### config.mk
export PLATFORM = sky130hd
export DESIGN_NAME = baud_tick_gen
export DESIGN_NICKNAME = d
export VERILOG_FILES = /design/src/rtl/baud_gen_pkg.sv /design/src/rtl/frac_prescaler.sv /design/src/rtl/div_counter.sv /design/src/rtl/baud_strobe.sv /design/src/rtl/baud_tick_gen.sv
export SDC_FILE = /design/constraint.sdc
export NUM_CORES = 1
export LEC_CHECK = 0
export ABC_CLOCK_PERIOD_IN_PS = 3100
export BUFFER_PORTS_ARGS = -buffer_cell sky130_fd_sc_hd__buf_2
export CORE_AREA = 2 2 93 130
export DETAILED_ROUTE_END_ITERATION = 10
export DIE_AREA = 0 0 95 132
export PLACE_DENSITY = 0.54
export SLEW_MARGIN = 15
export SYNTH_ARGS = -nofsm -noshare
export SYNTH_HDL_FRONTEND = slang
export SYNTH_SLANG_ARGS = --single-unit
### constraint.sdc
create_clock -name clk -period 3.1 [get_ports clk]
set_input_delay 0.155 -clock clk [delete_from_list [all_inputs] [get_ports clk]]
set_output_delay 0.155 -clock clk [all_outputs]
set_load 0.02 [all_outputs]
### src/rtl/baud_gen_pkg.sv
package baud_gen_pkg;
  typedef enum logic [1:0] {
    SEL_DIV_LO   = 2'd0,
    SEL_DIV_HI   = 2'd1,
    SEL_PRESCALE = 2'd2,
    SEL_NONE     = 2'd3
  } cfg_sel_e;
endpackage

### src/rtl/frac_prescaler.sv
// Fractional prescaler: adds 2**FRAC_W each clock and fires when the sum
// reaches the limit, keeping the remainder so the average ratio is limit/2**FRAC_W.
module frac_prescaler #(
  parameter int PRE_W  = 8,
  parameter int FRAC_W = 3
) (
  input  logic             clk,
  input  logic             rst,
  input  logic             clr,
  input  logic [PRE_W-1:0] limit,
  output logic             ce_o
);
  localparam int ACC_W = PRE_W + 1;
  localparam logic [ACC_W-1:0] STEP = ACC_W'(1 << FRAC_W);

  logic [ACC_W-1:0] acc_q;
  logic [ACC_W-1:0] sum;
  logic [ACC_W-1:0] lim_ext;
  logic             ce_q;

  assign lim_ext = {1'b0, limit};
  assign sum     = acc_q + STEP;

  always_ff @(posedge clk) begin
    if (rst || clr) begin
      acc_q <= '0;
      ce_q  <= 1'b0;
    end else if (sum >= lim_ext) begin
      acc_q <= sum - lim_ext;
      ce_q  <= 1'b1;
    end else begin
      acc_q <= sum;
      ce_q  <= 1'b0;
    end
  end

  assign ce_o = ce_q;

  // the remainder always stays below the limit
  a_r5_acc_below_limit: assert property (@(posedge clk) disable iff (rst)
    acc_q < lim_ext);
endmodule

### src/rtl/div_counter.sv
// Integer divider: counts prescaler enables down from div_val-1 to zero.
module div_counter #(
  parameter int DIV_W = 16
) (
  input  logic             clk,
  input  logic             rst,
  input  logic             ce,
  input  logic             reload,
  input  logic [DIV_W-1:0] div_val,
  output logic             tick_now,
  output logic             tick_o
);
  logic [DIV_W-1:0] cnt_q;
  logic             tick_q;

  assign tick_now = ce && (cnt_q == '0) && !reload;

  always_ff @(posedge clk) begin
    if (rst) begin
      cnt_q  <= '0;
      tick_q <= 1'b0;
    end else begin
      tick_q <= tick_now;
      if (reload)
        cnt_q <= div_val - DIV_W'(1);
      else if (ce)
        cnt_q <= (cnt_q == '0) ? div_val - DIV_W'(1) : cnt_q - DIV_W'(1);
    end
  end

  assign tick_o = tick_q;

  // a tick only follows a prescaler enable
  a_r7_tick_on_enable: assert property (@(posedge clk) disable iff (rst)
    tick_o |-> $past(ce));
  // the reload edge never emits a tick
  a_r4_no_tick_on_reload: assert property (@(posedge clk) disable iff (rst)
    reload |=> !tick_o);
endmodule

### src/rtl/baud_strobe.sv
// Marks every OVS-th oversampling tick.
module baud_strobe #(
  parameter int OVS = 16
) (
  input  logic clk,
  input  logic rst,
  input  logic clr,
  input  logic tick_now,
  output logic baud_o
);
  localparam int CW = (OVS > 1) ? $clog2(OVS) : 1;
  localparam logic [CW-1:0] LAST = CW'(OVS - 1);

  logic [CW-1:0] bcnt_q;
  logic          baud_q;

  always_ff @(posedge clk) begin
    if (rst || clr) begin
      bcnt_q <= '0;
      baud_q <= 1'b0;
    end else begin
      baud_q <= tick_now && (bcnt_q == LAST);
      if (tick_now)
        bcnt_q <= (bcnt_q == LAST) ? '0 : bcnt_q + CW'(1);
    end
  end

  assign baud_o = baud_q;

  // the tick counter never passes the last position
  a_r8_count_in_range: assert property (@(posedge clk) disable iff (rst)
    bcnt_q <= LAST);
endmodule

### src/rtl/baud_tick_gen.sv
module baud_tick_gen #(
  parameter int BYTE_W = 8,
  parameter int FRAC_W = 3,
  parameter int OVS    = 16
) (
  input  logic              clk,
  input  logic              rst,
  input  logic              cfg_wr,
  input  logic [1:0]        cfg_sel,
  input  logic [BYTE_W-1:0] cfg_data,
  output logic              os_tick,
  output logic              baud_stb
);
  import baud_gen_pkg::*;

  localparam int DIV_W = 2 * BYTE_W;
  localparam logic [BYTE_W-1:0] PRE_UNITY = BYTE_W'(1 << FRAC_W);

  cfg_sel_e          sel;
  logic [BYTE_W-1:0] div_lo_q, div_hi_q, pre_q;
  logic              reload_q;
  logic [DIV_W-1:0]  div_raw, div_eff;
  logic [BYTE_W-1:0] pre_eff;
  logic              pre_clr;
  logic              ce;
  logic              tick_now;

  assign sel = cfg_sel_e'(cfg_sel);

  always_ff @(posedge clk) begin
    if (rst) begin
      div_lo_q <= BYTE_W'(1);
      div_hi_q <= '0;
      pre_q    <= PRE_UNITY;
      reload_q <= 1'b0;
    end else begin
      reload_q <= cfg_wr && (sel != SEL_NONE);
      if (cfg_wr) begin
        case (sel)
          SEL_DIV_LO:   div_lo_q <= cfg_data;
          SEL_DIV_HI:   div_hi_q <= cfg_data;
          SEL_PRESCALE: pre_q    <= cfg_data;
          default: ;
        endcase
      end
    end
  end

  assign div_raw = {div_hi_q, div_lo_q};
  assign div_eff = (div_raw == '0) ? DIV_W'(1) : div_raw;
  assign pre_eff = (pre_q < PRE_UNITY) ? PRE_UNITY : pre_q;
  assign pre_clr = cfg_wr && (sel == SEL_PRESCALE);

  frac_prescaler #(.PRE_W(BYTE_W), .FRAC_W(FRAC_W)) u_pre (
    .clk(clk), .rst(rst), .clr(pre_clr), .limit(pre_eff), .ce_o(ce)
  );

  div_counter #(.DIV_W(DIV_W)) u_div (
    .clk(clk), .rst(rst), .ce(ce), .reload(reload_q), .div_val(div_eff),
    .tick_now(tick_now), .tick_o(os_tick)
  );

  baud_strobe #(.OVS(OVS)) u_baud (
    .clk(clk), .rst(rst), .clr(reload_q), .tick_now(tick_now), .baud_o(baud_stb)
  );

  // the bit-rate strobe lands on a tick
  a_r8_baud_on_tick: assert property (@(posedge clk) disable iff (rst)
    baud_stb |-> os_tick);
  // divisor one passes every enable straight through
  a_r7_unity_divisor: assert property (@(posedge clk) disable iff (rst)
    (ce && div_eff == DIV_W'(1) && !reload_q) |=> os_tick);
  // outputs are quiet in the first cycle after reset
  a_r1_quiet_after_reset: assert property (@(posedge clk)
    $past(rst) |-> (!os_tick && !baud_stb));
endmodule

# Yosys cells after proc, flatten, opt, wreduce, memory -nomap -nowiden
# Cells that the tools add are included.
dict set report op_classes {
  addsub 5
  magnitude_cmp 2
  eq_ne 4
  muxes 8
  n_reduce_logical 15
}
# operator n
set ops {}
lappend ops {{$mux W16} 4}
lappend ops {{$logic_not A16 Y1} 2}
lappend ops {{$sub A16 B1 Y16 const B} 2}
lappend ops {{$add A9 B4 Y9 const B} 1}
lappend ops {{$ge A9 B8 Y1} 1}
lappend ops {{$mux W9} 1}
lappend ops {{$sub A9 B8 Y9} 1}
lappend ops {{$lt A8 B4 Y1 const B} 1}
lappend ops {{$mux W8} 1}
lappend ops {{$reduce_and A2 Y1} 3}
lappend ops {{$logic_and A1 B1 Y1} 5}
lappend ops {{$add A4 B1 Y4 const B} 1}
lappend ops {{$eq A4 B4 Y1 const B} 1}
lappend ops {{$mux W4} 1}
lappend ops {{$eq A2 B1 Y1 const B} 1}
lappend ops {{$eq A2 B2 Y1 const B} 1}
lappend ops {{$logic_not A2 Y1} 1}
lappend ops {{$logic_or A1 B1 Y1} 2}
lappend ops {{$ne A2 B2 Y1 const B} 1}
lappend ops {{$reduce_bool A2 Y1} 1}
lappend ops {{$logic_not A1 Y1} 1}
lappend ops {{$mux W1} 1}
dict set report word_totals {
  register_bits 57
  wordCells 44
}

# Logic depth before layout (Yosys ltp)
dict set report logic_depth {
  ltp_word 6
  ltp_mapped 11
  mapped_depth_nobuf 11
}

# By module
# A second synthesis with hierarchy kept.
dict set report unflattened {
  cells_unflattened 411
  area_unflattened_um2 3468.3
}
# mod instances cells_per_inst area_each_um2 seq_area_each_um2
set modules_own_cells {}
lappend modules_own_cells {div_counter 1 179 1355.0 340.3}
lappend modules_own_cells {baud_tick_gen 1 115 1054.8 500.5}
lappend modules_own_cells {frac_prescaler 1 94 828.3 200.2}
lappend modules_own_cells {baud_strobe 1 23 230.2 100.1}

# Worst setup path before layout
# OpenSTA, ideal clock, no wires.
dict set report synth_timing {
  path_kind {flip-flop to flip-flop}
  startpoint {register div_hi_q[0]}
  endpoint {register u_div.cnt_q[8]}
  setup_ns 0.095
  t_arrival_ns 2.272
  t_required_ns 3.005
  path_slack_ns 0.733
  stages_incl_launch_ff 10
  period_less_slack_ns 2.367
  path_cell_list {dfxtp_1 -> nor4_1 -> and4_1 -> a21oi_1 -> ha_1 -> or3b_2 -> nor2_1 -> xnor2_1 -> a32o_1 -> a221oi_1}
}
dict set report synth_between {
  elab_chain_len 6
}
# item line
set synth_rtl {}
lappend synth_rtl {{start: declaration} baud_tick_gen.sv:20} ;# logic [BYTE_W-1:0] div_lo_q, div_hi_q, pre_q;
lappend synth_rtl {{start signal: assignment} baud_tick_gen.sv:41} ;# SEL_DIV_HI: div_hi_q <= cfg_data;
lappend synth_rtl {{$logic_not A16 Y1} baud_tick_gen.sv:50} ;# assign div_eff = (div_raw == '0) ? DIV_W'(1) : div_raw;
lappend synth_rtl {{$mux W16 *} baud_tick_gen.sv:50}
lappend synth_rtl {{$sub A16 B1 Y16 *} {div_counter.sv:25, div_counter.sv:27}}
lappend synth_rtl {{$mux W16} div_counter.sv:27} ;# cnt_q <= (cnt_q == '0) ? div_val - DIV_W'(1) : cnt_q - DIV_W'(1);
lappend synth_rtl {{$mux W16} div_counter.sv:26} ;# else if (ce)
lappend synth_rtl {{$mux W16 *} div_counter.sv:24} ;# if (reload)
lappend synth_rtl {{end signal: assignment} div_counter.sv:25} ;# cnt_q <= div_val - DIV_W'(1);
lappend synth_rtl {{end signal: assignment} div_counter.sv:27}
lappend synth_rtl {{end: declaration} div_counter.sv:13} ;# logic [DIV_W-1:0] cnt_q;
# Every way passes the cells marked *; elsewhere a longest branch is shown, timed or not. The select of a mux whose other input is x is not followed.
# A chain may end at the register's enable or synchronous reset.

# Worst setup path in the final report
# Ends and elaborated chain as after synthesis.

==> metrics.txt <==
worst path buffer plus inverter count=0; leakage=1.53 nW; Overall Power=4.05 mW; initial antenna violation count=0; Total Routed Length=around 9200 um; share of cells above drive strength 1=10.9%; count of pins over their slew limit=0; via count=between 3000 and 4000; final setup vio count=0; fin crit period=2.67 ns; hold_sp=cfg_sel[0]; outcome=finished, final reports clean; ANT cells=0; Netlist cell types=70; H-tree levels=3; Ys Warns=0; initial DRC count=190; core box area=0.0113 mm2; Clock Tree Buf Depth=2; Post-Syn Instances=418; asr flop ratio synth=0%; top cell type's share of synthesized area=33.0%; full die area=0.0125 mm2; Avg Cell Area, Syn=between 8 and 9 um2; port buffer count=14; Critical Path Source Type=flip-flop; Mapped Area=0.00346 mm2; slowest CP cell=nor4_1; PnR worst setup slack=0.432 ns; Critical Path Sink Type=flip-flop; final hold slack=around 0.066 ns; Layout area overhead=14.3%; die width=between 90 and 100 um; Worst Skew=0.00503 ns; maximum fanout along the worst path=6; DP Wirelength=6870 um; post-CTS sizing=0; TNS Setup=0 ns; worst relative slew slack=approximately two fifths; Residual DRC=0; worst path required time=3.33 ns; RSZ-0062 raised after global routing=no; total CTS buffers=9; crit-path cells=nor4_1 > and4_1 > a21oi_1 > ha_1 > or3b_2 > nor2_1 > xnor2_1 > a32o_1 > a221oi_1; top post-synthesis cells by area=dfxtp_1 (33%), mux2i_1 (7.2%), nor2_1 (5.4%), ha_1 (4.7%), xnor2_1 (3.5%); Global Route Usage Sum=15.6%; CTS tree=built; FP Rows=46; Max Cap Violations=0; Worst-path clk slew=0.05 ns; num ports=15; RePlAce Congestion=around 0.84; f_max=375 MHz; peak supply drop=0.430 mV; final period utilization=86.1%; vias in the first global route=3164; Setup Buffers After CTS=0; Final ANT Viol Nets=0; hold violation count in the final report=0; Initial Utilization=30.5%; fin nets=453; Critical R2R Launch=div_hi_q[0]$_SDFFE_PP0P_; first-pass GRT wire length=15300 um; power per standard cell area=~1000 mW/mm2; register bit total from synthesis=57; Die H=~130 um; worst slew pin tran=0.872 ns; Slowest Stage Delay on Critical Path=~0.63 ns; crit path launch=div_hi_q[0]$_SDFFE_PP0P_; Place WS=approximately 0.43 ns; final core occ=34.8%; CP arrival=2.90 ns; worst hold path class=input pin to flip-flop; worst skew pair latency=between 0.3 and 0.4 ns; CTS hold repair buffers=0; total congestion overflow=0; crit path kind=flip-flop to flip-flop; delay-heaviest family, CP=simple AND/OR/NAND/NOR gates; drt pass-1 iters=5; root buffer cell=clkbuf_16; pin count of the biggest net entering global routing=47; Post-Syn Nets=445; Seq/Total Area, Yosys=33.0%; area leader, netlist=dfxtp_1; number of synthesized flops with an enable pin=0; ys flop type=dfxtp_1; Via density=5.52; CTS sink cnt=57; WL/cell=16.1 um
[where the power goes]
| group | switching [mW] | internal, mW |
|---|---|---|
| Combinational | 1.15 | 0.774 |
| Sequential | 0.197 | 0.884 |
| Clock | 0.341 | 0.698 |
| Total | 1.69 | 2.36 |
[registers in the layout, summed over array words and instances (netlist names)]
signal,cells
u_baud.baud_o,1
div_lo_q,8
pre_q,8
u_baud.bcnt_q,4
u_pre.ce_o,1
reload_q,1
u_div.tick_o,1
div_hi_q,8
u_div.cnt_q,16
u_pre.acc_q,9
[worst register-to-register path: stages, from the launching register on]
cell	delay [ns]
dfxtp_1	0.36
nor4_1	0.63
and4_1	0.35
a21oi_1	0.11
ha_1	0.22
or3b_2	0.26
nor2_1	0.07
xnor2_1	0.12
a32o_1	0.20
a221oi_1	0.26
[kinds of logic (layout without fill, tap and decap cells)]
logic type               Yosys count  in the layout  synth area share, %
AND/OR/NAND/NOR                  186            186                 29.7
AO/OA/AOI/OAI                     80             80                 15.7
flip-flops                        57             57                 33.0
buffers and inverters             38             51                 4.49
multiplexers                      26             26                 7.56
XOR/XNOR                          17             17                 4.31
adder cells (fa/ha/maj)           14             14                 5.28
[synthesized netlist by cell type (5+ instances only)]
master / count
a21oi_1: 20
a31oi_1: 5
clkbuf_1: 14
dfxtp_1: 57
ha_1: 13
inv_1: 19
mux2i_1: 25
nand2_1: 32
nand3_1: 18
nand4_1: 7
nor2_1: 50
nor2b_1: 5
nor3_1: 20
nor3b_1: 5
nor4_1: 11
o21ai_0: 15
xnor2_1: 14
[worst paths after layout]
| check | endpoint | slack (ns) | depth (start not counted) |
|---|---|---|---|
| worst min register to register | u_baud.bcnt_q[1]$_SDFFE_PP0P_ | 0.49 | 2 |
| worst max register to register | u_div.cnt_q[8]$_SDFFE_PP0P_ | 0.43 | 9 |
| worst min-delay path | reload_q$_SDFF_PP0_ | 0.07 | 2 |
| worst max-delay path | u_div.cnt_q[8]$_SDFFE_PP0P_ | 0.43 | 9 |
[metal layers]
| layer | GRT usage (%) | vias to the layer above | wire, um |
|---|---|---|---|
| met3 | 2.63 | 23 | 300 |
| li1 | - | 1555 | - |
| met5 | 0 | - | 0 |
| met1 | 17.9 | 1513 | 3830 |
| met2 | 26.5 | 81 | 4760 |
| met4 | 9.26 | 0 | 339 |
[cell usage in the layout, fill, tap and decap left out, types with 5 or more instances in the layout]
cell type / synthesis / layout
nor3b_1: 5 / 5
buf_2: 1 / 14
nand3_1: 18 / 18
dfxtp_1: 57 / 57
inv_1: 19 / 19
mux2i_1: 25 / 25
o21ai_0: 15 / 15
nor3_1: 20 / 20
nor2_1: 50 / 50
a21oi_1: 20 / 20
nor2b_1: 5 / 5
nand4_1: 7 / 7
ha_1: 13 / 13
clkbuf_16: 0 / 9
xnor2_1: 14 / 14
nand2_1: 32 / 32
nor4_1: 11 / 11
a31oi_1: 5 / 5
[through the flow]
step,instances,area [um2]
finish,575,3950
global route,575,3950
CTS,575,3950
detailed placement,559,3640
global placement,559,3640
floorplan,418,3460
[cell type report]
type                       instances  area, um2
clock buffer                      10        229
fill                            1187       7390
clock inverter                     6       82.6
timing repair buffer              16       85.1
inverter                          19       71.3
sequential                        57       1140
tap                              144        180
multi-input combinational        323       2160
No activity file was read; power rests on OpenSTA's default activity.
